[config.mk]
export PLATFORM = sky130hd
export DESIGN_NAME = hbridge_switch_decode
export DESIGN_NICKNAME = d
export VERILOG_FILES = /design/src/rtl/hbd_pkg.sv /design/src/rtl/hbd_zc_latch.sv /design/src/rtl/hbd_target.sv /design/src/rtl/hbd_leg_guard.sv /design/src/rtl/hbridge_switch_decode.sv
export SDC_FILE = /design/constraint.sdc
export NUM_CORES = 1
export LEC_CHECK = 0
export BUFFER_PORTS_ARGS = -buffer_cell sky130_fd_sc_hd__buf_2
export CAP_MARGIN = 20
export CORE_MARGIN = 1.5
export CORE_UTILIZATION = 43
export CTS_CLUSTER_DIAMETER = 60
export DETAILED_ROUTE_END_ITERATION = 16
export PLACE_DENSITY = 0.81
export SLEW_MARGIN = 25
export SYNTH_ARGS = -nofsm -noshare
export SYNTH_HDL_FRONTEND = slang
export SYNTH_HIERARCHICAL = 1
export SYNTH_SLANG_ARGS = --single-unit
[constraint.sdc]
create_clock -name clk_i -period 1 [get_ports clk_i]
set_input_delay 0.2 -clock clk_i [delete_from_list [all_inputs] [get_ports clk_i]]
set_output_delay 0.2 -clock clk_i [all_outputs]
set_load 0.1 [all_outputs]
[src/rtl/hbd_pkg.sv]
package hbd_pkg;
  localparam int unsigned NUM_LEGS = 2;
  localparam int unsigned LEG_A    = 0;
  localparam int unsigned LEG_B    = 1;

  typedef struct packed {
    logic hs;
    logic ls;
  } leg_sw_t;

  typedef leg_sw_t [NUM_LEGS-1:0] bridge_sw_t;
endpackage

[src/rtl/hbd_zc_latch.sv]
module hbd_zc_latch (
  input  logic clk_i,
  input  logic rst_ni,
  input  logic drive_i,
  input  logic zero_cur_i,
  output logic cut_o
);
  logic zc_q;

  // arms on zero current outside drive, disarms when drive resumes
  always_ff @(posedge clk_i or negedge rst_ni) begin
    if (!rst_ni)        zc_q <= 1'b0;
    else if (drive_i)   zc_q <= 1'b0;
    else if (zero_cur_i) zc_q <= 1'b1;
  end

  assign cut_o = !drive_i && (zero_cur_i || zc_q);

  assert_zc_hold_R5: assert property (@(posedge clk_i) disable iff (!rst_ni)
    (zc_q && !drive_i) |=> zc_q);

  assert_zc_ignore_drive_R6: assert property (@(posedge clk_i) disable iff (!rst_ni)
    drive_i |=> !zc_q);
endmodule

[src/rtl/hbd_target.sv]
module hbd_target
  import hbd_pkg::*;
(
  input  logic       ok_i,
  input  logic       drive_i,
  input  logic       dir_i,
  input  logic       drive_en_i,
  input  logic       slow_decay_i,
  input  logic       chop_fast_i,
  input  logic       cut_i,
  output bridge_sw_t tgt_o
);
  logic fast;
  logic decay_on;

  always_comb begin
    // external chop uses the decay select; internal off time uses its own phase flag
    fast     = drive_en_i ? chop_fast_i : !slow_decay_i;
    decay_on = ok_i && !drive_i && !cut_i;
    tgt_o    = '0;
    if (ok_i && drive_i) begin
      tgt_o[LEG_A].hs = dir_i;
      tgt_o[LEG_A].ls = !dir_i;
      tgt_o[LEG_B].hs = !dir_i;
      tgt_o[LEG_B].ls = dir_i;
    end else if (decay_on) begin
      if (fast) begin
        tgt_o[LEG_A].hs = !dir_i;
        tgt_o[LEG_A].ls = dir_i;
        tgt_o[LEG_B].hs = dir_i;
        tgt_o[LEG_B].ls = !dir_i;
      end else begin
        tgt_o[LEG_A].ls = 1'b1;
        tgt_o[LEG_B].ls = 1'b1;
      end
    end
  end

  always_comb begin
    for (int i = 0; i < NUM_LEGS; i++) begin
      assert_tgt_one_side_R9: assert (!(tgt_o[i].hs && tgt_o[i].ls));
    end
  end
endmodule

[src/rtl/hbd_leg_guard.sv]
module hbd_leg_guard
  import hbd_pkg::*;
#(
  parameter int unsigned DEAD_CYC = 2
) (
  input  logic    clk_i,
  input  logic    rst_ni,
  input  leg_sw_t tgt_i,
  output leg_sw_t sw_o
);
  localparam int unsigned CNT_W = $clog2(DEAD_CYC + 1);
  localparam logic [CNT_W-1:0] CNT_MAX = CNT_W'(DEAD_CYC);
  localparam logic [CNT_W-1:0] CNT_GO  = CNT_W'(DEAD_CYC - 1);

  leg_sw_t         sw_q, sw_d;
  logic [CNT_W-1:0] cnt_q, cnt_d;

  always_comb begin
    sw_d  = '0;
    cnt_d = cnt_q;
    if (sw_q.hs) begin
      sw_d.hs = tgt_i.hs;
      cnt_d   = '0;
    end else if (sw_q.ls) begin
      sw_d.ls = tgt_i.ls;
      cnt_d   = '0;
    end else begin
      if (cnt_q >= CNT_GO) sw_d = tgt_i;
      if (cnt_q != CNT_MAX) cnt_d = cnt_q + 1'b1;
    end
  end

  always_ff @(posedge clk_i or negedge rst_ni) begin
    if (!rst_ni) begin
      sw_q  <= '0;
      cnt_q <= '0;
    end else begin
      sw_q  <= sw_d;
      cnt_q <= cnt_d;
    end
  end

  assign sw_o = sw_q;

  // independent off-run count for the dead-time check
  int unsigned chk_run;
  always_ff @(posedge clk_i or negedge rst_ni) begin
    if (!rst_ni)                 chk_run <= 0;
    else if (sw_q.hs || sw_q.ls) chk_run <= 0;
    else if (chk_run < DEAD_CYC) chk_run <= chk_run + 1;
  end

  assert_no_shoot_through_R9: assert property (@(posedge clk_i) disable iff (!rst_ni)
    !(sw_q.hs && sw_q.ls));

  assert_dead_time_R10: assert property (@(posedge clk_i) disable iff (!rst_ni)
    ($rose(sw_q.hs) || $rose(sw_q.ls)) |-> (chk_run >= DEAD_CYC));

  assert_fast_off_R10: assert property (@(posedge clk_i) disable iff (!rst_ni)
    (sw_q.hs && !tgt_i.hs) |=> !sw_q.hs);
endmodule

[src/rtl/hbridge_switch_decode.sv]
module hbridge_switch_decode
  import hbd_pkg::*;
#(
  parameter int unsigned DEAD_CYC = 2
) (
  input  logic clk_i,
  input  logic rst_ni,
  input  logic dir_i,
  input  logic drive_en_i,
  input  logic slow_decay_i,
  input  logic awake_i,
  input  logic zero_cur_i,
  input  logic flt_therm_i,
  input  logic flt_pump_i,
  input  logic flt_reg_i,
  input  logic flt_uvlo_i,
  input  logic chop_off_i,
  input  logic chop_fast_i,
  output logic hs_a_o,
  output logic ls_a_o,
  output logic hs_b_o,
  output logic ls_b_o
);
  logic       flt_any, ok, drive, cut;
  bridge_sw_t tgt, sw;

  assign flt_any = flt_therm_i || flt_pump_i || flt_reg_i || flt_uvlo_i;
  assign ok      = awake_i && !flt_any;
  assign drive   = drive_en_i && !chop_off_i;

  hbd_zc_latch u_zc (
    .clk_i      (clk_i),
    .rst_ni     (rst_ni),
    .drive_i    (drive),
    .zero_cur_i (zero_cur_i),
    .cut_o      (cut)
  );

  hbd_target u_tgt (
    .ok_i         (ok),
    .drive_i      (drive),
    .dir_i        (dir_i),
    .drive_en_i   (drive_en_i),
    .slow_decay_i (slow_decay_i),
    .chop_fast_i  (chop_fast_i),
    .cut_i        (cut),
    .tgt_o        (tgt)
  );

  for (genvar g = 0; g < NUM_LEGS; g++) begin : g_leg
    hbd_leg_guard #(.DEAD_CYC(DEAD_CYC)) u_guard (
      .clk_i  (clk_i),
      .rst_ni (rst_ni),
      .tgt_i  (tgt[g]),
      .sw_o   (sw[g])
    );
  end

  assign hs_a_o = sw[LEG_A].hs;
  assign ls_a_o = sw[LEG_A].ls;
  assign hs_b_o = sw[LEG_B].hs;
  assign ls_b_o = sw[LEG_B].ls;

  assert_fault_off_R7: assert property (@(posedge clk_i) disable iff (!rst_ni)
    flt_any |=> !(hs_a_o || ls_a_o || hs_b_o || ls_b_o));

  assert_sleep_off_R8: assert property (@(posedge clk_i) disable iff (!rst_ni)
    !awake_i |=> !(hs_a_o || ls_a_o || hs_b_o || ls_b_o));

  assert_cut_off_R5: assert property (@(posedge clk_i) disable iff (!rst_ni)
    (!drive && zero_cur_i) |=> !(hs_a_o || ls_a_o || hs_b_o || ls_b_o));
endmodule

==> metrics, run 1 <==
1st-iter DRT viols=14; Clk pin slew, worst setup/hold paths=0.06 ns; area post-placement=808 um^2; Finished Cell Area=977 um^2; Final min period=1.21 ns; grt ovf=0; clock buffer depth=2; type of the worst setup path=reg2reg; Worst VDD drop=0.00138 V; Worst-Margin Slew=0.363 ns; most frequent cell after synthesis=dfrtp_1; CTS HTree Levels=1; final-layout fill cell count=93; Syn Nets=70; CP Cell Sequence=o21ba_4 -> inv_2 -> o21ai_4 -> a211oi_2 -> nor3b_2; fin nets=105; Yosys cell types=21; TNS Setup=-1.05 ns; startpoint class of the critical path=flop; vias in the first global route=520; CORE AREA=1280 um^2; largest net degree at the start of global routing=10; Final Max Slew Viols=0; Syn Inst Count=53; Post-Syn Area=579 um^2; RSZ-0062 raised after global routing=true; Clock Latency Late Sink=0.26 ns; cell taking the most area after synthesis=dfrtp_1; Vias=518; CP peak stage delay=0.39 ns; share of post-route cells with drive strength above 1=0.690; Core Util, Final=0.760; Mapped Avg Cell Area=10.9 um^2; Diodes inserted=0; mean number of vias per cell=5.08; FP Rows=13; status=finished, violations left; DPL Wire Length=867 um; period utilization=1.21; Area Overhead vs Synth=68.7%; Root Driver=clkbuf_4; Post-synth top flop=dfrtp_1; Seq/Total Area, Yosys=0.389; final setup vio count=11; cell at the slowest stage of the critical path=dfrtp_1; first-pass GRT wire length=2080 um; commonest cells in the netlist=9 x dfrtp_1, 5 x inv_1, 5 x nor2b_1; die area=1580 um^2; I/O pins=17; CTS tree=done; Wirelength per Cell=13.5 um; synth warn=6; FFs w/ async S/R, synth=1.00; post-route insts no fill=102; GP Congestion=0.783; Leak=0.000454 uW; crit path DAT=1.38 ns; port bufs=16; antenna violations before repair=0; final hold slack=0.198 ns; DRC viols=0; Initial Util=0.451; top post-synthesis cells by area=dfrtp_1 39%, ha_1 8.6%, nor3_2 6.9%; critical-path maximum fanout=3; post-route ant nets=0; pwr dens=1800 nW/um^2; endpoint class of the critical path=flop; Num Clock Sinks=9; DRT Pass-1 Iters=5; total track usage=0.206; total CTS buffers=3; Max Clock Freq=824 MHz; max_cap viols=0; Yosys top cell area share=0.389; slew margin rel.=0.756; Die Y=39.7 um; DP Cell Count=89; failing checks=negative setup slack; Synth Register Bits=9; Clock Skews=0.00595 ns; hold crit path type=in2reg; setup ws final=-0.214 ns; EDFF count, synth=0; final hold violation count=0; Worst EP required=1.17 ns; Post-Route WL=1370 um; Die W=39.7 um
[sequential cells by signal, summed over array words and instances, names as in the netlist]
name,flops
g_leg.u_guard/sw_o,4
g_leg.u_guard/cnt_q,4
u_zc/zc_q,1
[cells in the final DEF, fill, tap and decap left out, types with 2 or more instances in the layout]
master	Yosys	final
buf_4	0	12
buf_2	0	12
dfrtp_1	9	5
nor2b_1	5	4
nor3_2	4	4
dfrtp_2	0	4
buf_12	0	4
clkbuf_4	0	3
inv_2	0	3
nor2_1	3	3
ha_4	0	3
inv_1	5	2
o21a_1	2	2
nor3b_2	2	2
mux2i_1	2	2
nand2_1	2	2
a211oi_2	0	2
[cell type report]
class	instances	area, um^2	share of cell area
multi-input cells	39	432	0.442
flip-flops and latches	9	230	0.236
clock buffers	4	26.3	0.0269
repair buffers	30	251	0.257
well taps	15	18.8	0.0192
inverters	5	18.8	0.0192
[worst max-delay path: cells and delay by family, from the launching register on]
kind,cells,cell delay (ns)
AOI/OAI and AO/OA,3,0.46
buffers and inverters,1,0.07
DFF,1,0.39
and+or+nand+nor,1,0.22
[routing by layer]
metal,GRT usage,part of all wire,wire length (um),up-vias
met3,0.0909,0.039,54,0
li1,-,-,-,256
met2,0.373,0.56,772,13
met5,0,0,0,-
met1,0.207,0.40,546,249
met4,0.0603,0,0,0
[through the flow]
| step | worst slack (ns) | power [uW] |
|---|---|---|
| final | -0.214 | 1760 |
| after global routing | -0.231 | 1890 |
| after CTS | -0.184 | 1710 |
| after detailed placement | -0.273 | 1240 |
| after global placement | -0.225 | 1180 |
| after floorplan | -0.140 | 1020 |
[cell families (layout without fill, tap and decap cells)]
kind of cell | Yosys count | count (layout) | synth area share
AOI/OAI and AO/OA | 10 | 10 | 0.136
muxes | 2 | 2 | 0.0346
buffers and inverters | 5 | 39 | 0.0324
DFF | 9 | 9 | 0.389
and+or+nand+nor | 21 | 21 | 0.292
adders and majority gates | 4 | 4 | 0.0864
xor gates and xnor gates | 2 | 2 | 0.0302
[path summary, 6_finish.rpt]
| kind | cells past startpoint | endpoint | slack (ns) | from |
|---|---|---|---|---|
| max reg2reg | 5 | g_leg[0].u_guard/sw_o[0] | -0.21 | u_zc/zc_q |
| min reg2reg | 2 | g_leg[1].u_guard/cnt_q[0] | 0.60 | g_leg[1].u_guard/sw_o[0] |
| max in group asynchronous | 2 | g_leg[0].u_guard/sw_o[1] | 0.48 | rst_ni |
| min | 2 | u_zc/zc_q | 0.20 | zero_cur_i |
| max | 5 | g_leg[0].u_guard/sw_o[0] | -0.21 | u_zc/zc_q |
| min in group asynchronous | 2 | g_leg[1].u_guard/sw_o[0] | 0.32 | rst_ni |
[power by group]
group / internal (uW) / total [uW] / switching, uW / leakage [uW]
sequential: 464 / 540 / 75.8 / 0.000107
combinational: 497 / 943 / 446 / 0.000332
clock: 154 / 277 / 123 / 0.0000150
[timing repair]
item	CTS	global route
hold buffers	1	0
endpoints found under the hold margin	9	0
pin swaps	3	6
buffers inserted	7	1
endpoints found under the setup margin	10	12
resized for setup	8	6
Note: power is estimated with default switching activity, not from simulation.
==> run 2, diff against run 1 <==
- TNS_END_PERCENT: default -> 10
==> run 2 against run 1 <==
First-iteration DRC count shrank 29%. Via count down 5.4%. Final area is 12% lower. Routed wire length down 17%. Clock power barely moved. The run still ends with negative setup slack left. Combinational power down 24%. Non-clock buffer count fell by 6.
==> metrics, run 2 (synthesis gave the netlist of run 1 again) <==
status=finished, violations left; failing checks=negative setup slack; I/O pins=17; GP Congestion=0.800; Final min period=1.21 ns; grt ovf=0; CTS tree=done; Comb pwr share=0.468; max_cap viols=0; type of the worst setup path=reg2reg; total CTS buffers=3; antenna violations before repair=0; CORE AREA=1280 um^2; Die Y=39.7 um; DRC viols=0; DRT Pass-1 Iters=4; Internal=984 uW; Clk pin slew, worst setup/hold paths=0.06 ns; Finished Cell Area=860 um^2; Vias=490; clock power share=0.181; commonest non-fill, non-tap cells in the layout=12 x buf_2, 7 x buf_4, 5 x dfrtp_1; Post-Route WL=1140 um; endpoint class of the critical path=flop; sequential power share=0.351; period utilization=1.21; vias in the first global route=470; Clock Latency Late Sink=0.25 ns; slew margin rel.=0.753; 1st-iter DRT viols=10; CTS HTree Levels=1; hold crit path type=in2reg; DPL Wire Length=926 um; crit path DAT=1.40 ns; die area=1580 um^2; critical-path maximum fanout=3; Psw=536 uW; first-pass GRT wire length=1950 um; Wirelength per Cell=11.8 um; final setup vio count=10; pwr dens=1770 nW/um^2; Diodes inserted=0; Max Clock Freq=828 MHz; total track usage=0.194; Initial Util=0.451; FP Rows=13; sw frac=0.353; final hold violation count=0; Final Max Slew Viols=0; Die W=39.7 um; clock buffer depth=2; post-route ant nets=0; setup ws final=-0.208 ns; Worst EP required=1.19 ns; port bufs=16; area post-placement=802 um^2; Num Clock Sinks=9; fin nets=99; Core Util, Final=0.669; Root Driver=clkbuf_4; startpoint class of the critical path=flop; Clock Skews=0.00266 ns; mean number of vias per cell=5.10; largest net degree at the start of global routing=10; share of post-route cells with drive strength above 1=0.580; Leak=0.000407 uW; Area Overhead vs Synth=48.4%; RSZ-0062 raised after global routing=true; commonest non-fill, non-tap cell in the layout=buf_2; Worst VDD drop=0.00115 V; Worst-Margin Slew=0.367 ns
-- run 2: timing repair --
item | 4_1_cts | 5_1_grt
endpoints found under the hold margin | 9 | 0
hold buffers | 1 | 0
gates resized for setup | 5 | 1
buffers inserted | 1 | 0
pin swaps | 1 | 1
endpoints found under the setup margin | 12 | 12
-- run 2: area by class of cell --
cell class,instances,area (um^2)
Tap cell,15,18.8
Fill cell,97,425
Multi-Input combinational cell,39,363
Clock buffer,4,26.3
Inverter,5,18.8
Sequential cell,9,230
Timing Repair Buffer,24,203
-- run 2: worst paths after layout --
| kind | from | end | cells past startpoint | slack, ns |
|---|---|---|---|---|
| worst max-delay path | u_zc/zc_q | g_leg[0].u_guard/sw_o[1] | 4 | -0.21 |
| max in group asynchronous | rst_ni | g_leg[1].u_guard/sw_o[1] | 2 | 0.49 |
| min in group asynchronous | rst_ni | g_leg[1].u_guard/cnt_q[1] | 2 | 0.32 |
| worst max register to register | u_zc/zc_q | g_leg[0].u_guard/sw_o[1] | 4 | -0.21 |
| worst min-delay path | zero_cur_i | u_zc/zc_q | 2 | 0.20 |
| worst min register to register | g_leg[1].u_guard/sw_o[0] | g_leg[1].u_guard/cnt_q[0] | 1 | 0.53 |
-- run 2: per-layer routing --
| layer | part of all wire | GRT usage |
|---|---|---|
| met1 | 0.40 | 0.197 |
| met2 | 0.54 | 0.352 |
| met3 | 0.050 | 0.0852 |
| met4 | 0.0070 | 0.0517 |
| met5 | 0 | 0 |
-- run 2: critical path, stage by stage, from the launching register on --
cell     delay, ns
dfrtp_1       0.39
o21ba_4       0.22
nor4b_4       0.25
a32o_1        0.16
o21a_1        0.12
-- run 2: power groups by stage --
stage / clock, uW / combinational [uW] / sequential, uW
finish: 275 / 712 / 534
global route: 299 / 817 / 547
CTS: 289 / 725 / 532
detailed placement: 0 / 699 / 529
global placement: 0 / 651 / 523
floorplan: 0 / 474 / 535
-- run 2: per-stage QoR --
| step | setup WS (ns) | setup TNS, ns | std cells | hold slack, ns | power (uW) |
|---|---|---|---|---|---|
| 6_report | -0.208 | -1.21 | 96 | 0.204 | 1520 |
| 4_1_cts | -0.210 | -1.27 | 96 | 0.205 | 1550 |
| 2_1_floorplan | -0.140 | -0.503 | 53 | -0.0956 | 1010 |
| 5_1_grt | -0.253 | -1.69 | 96 | 0.213 | 1660 |
| 3_5_place_dp | -0.338 | -1.31 | 90 | 0.0596 | 1230 |
| 3_3_place_gp | -0.238 | -0.928 | 90 | 0.0596 | 1170 |
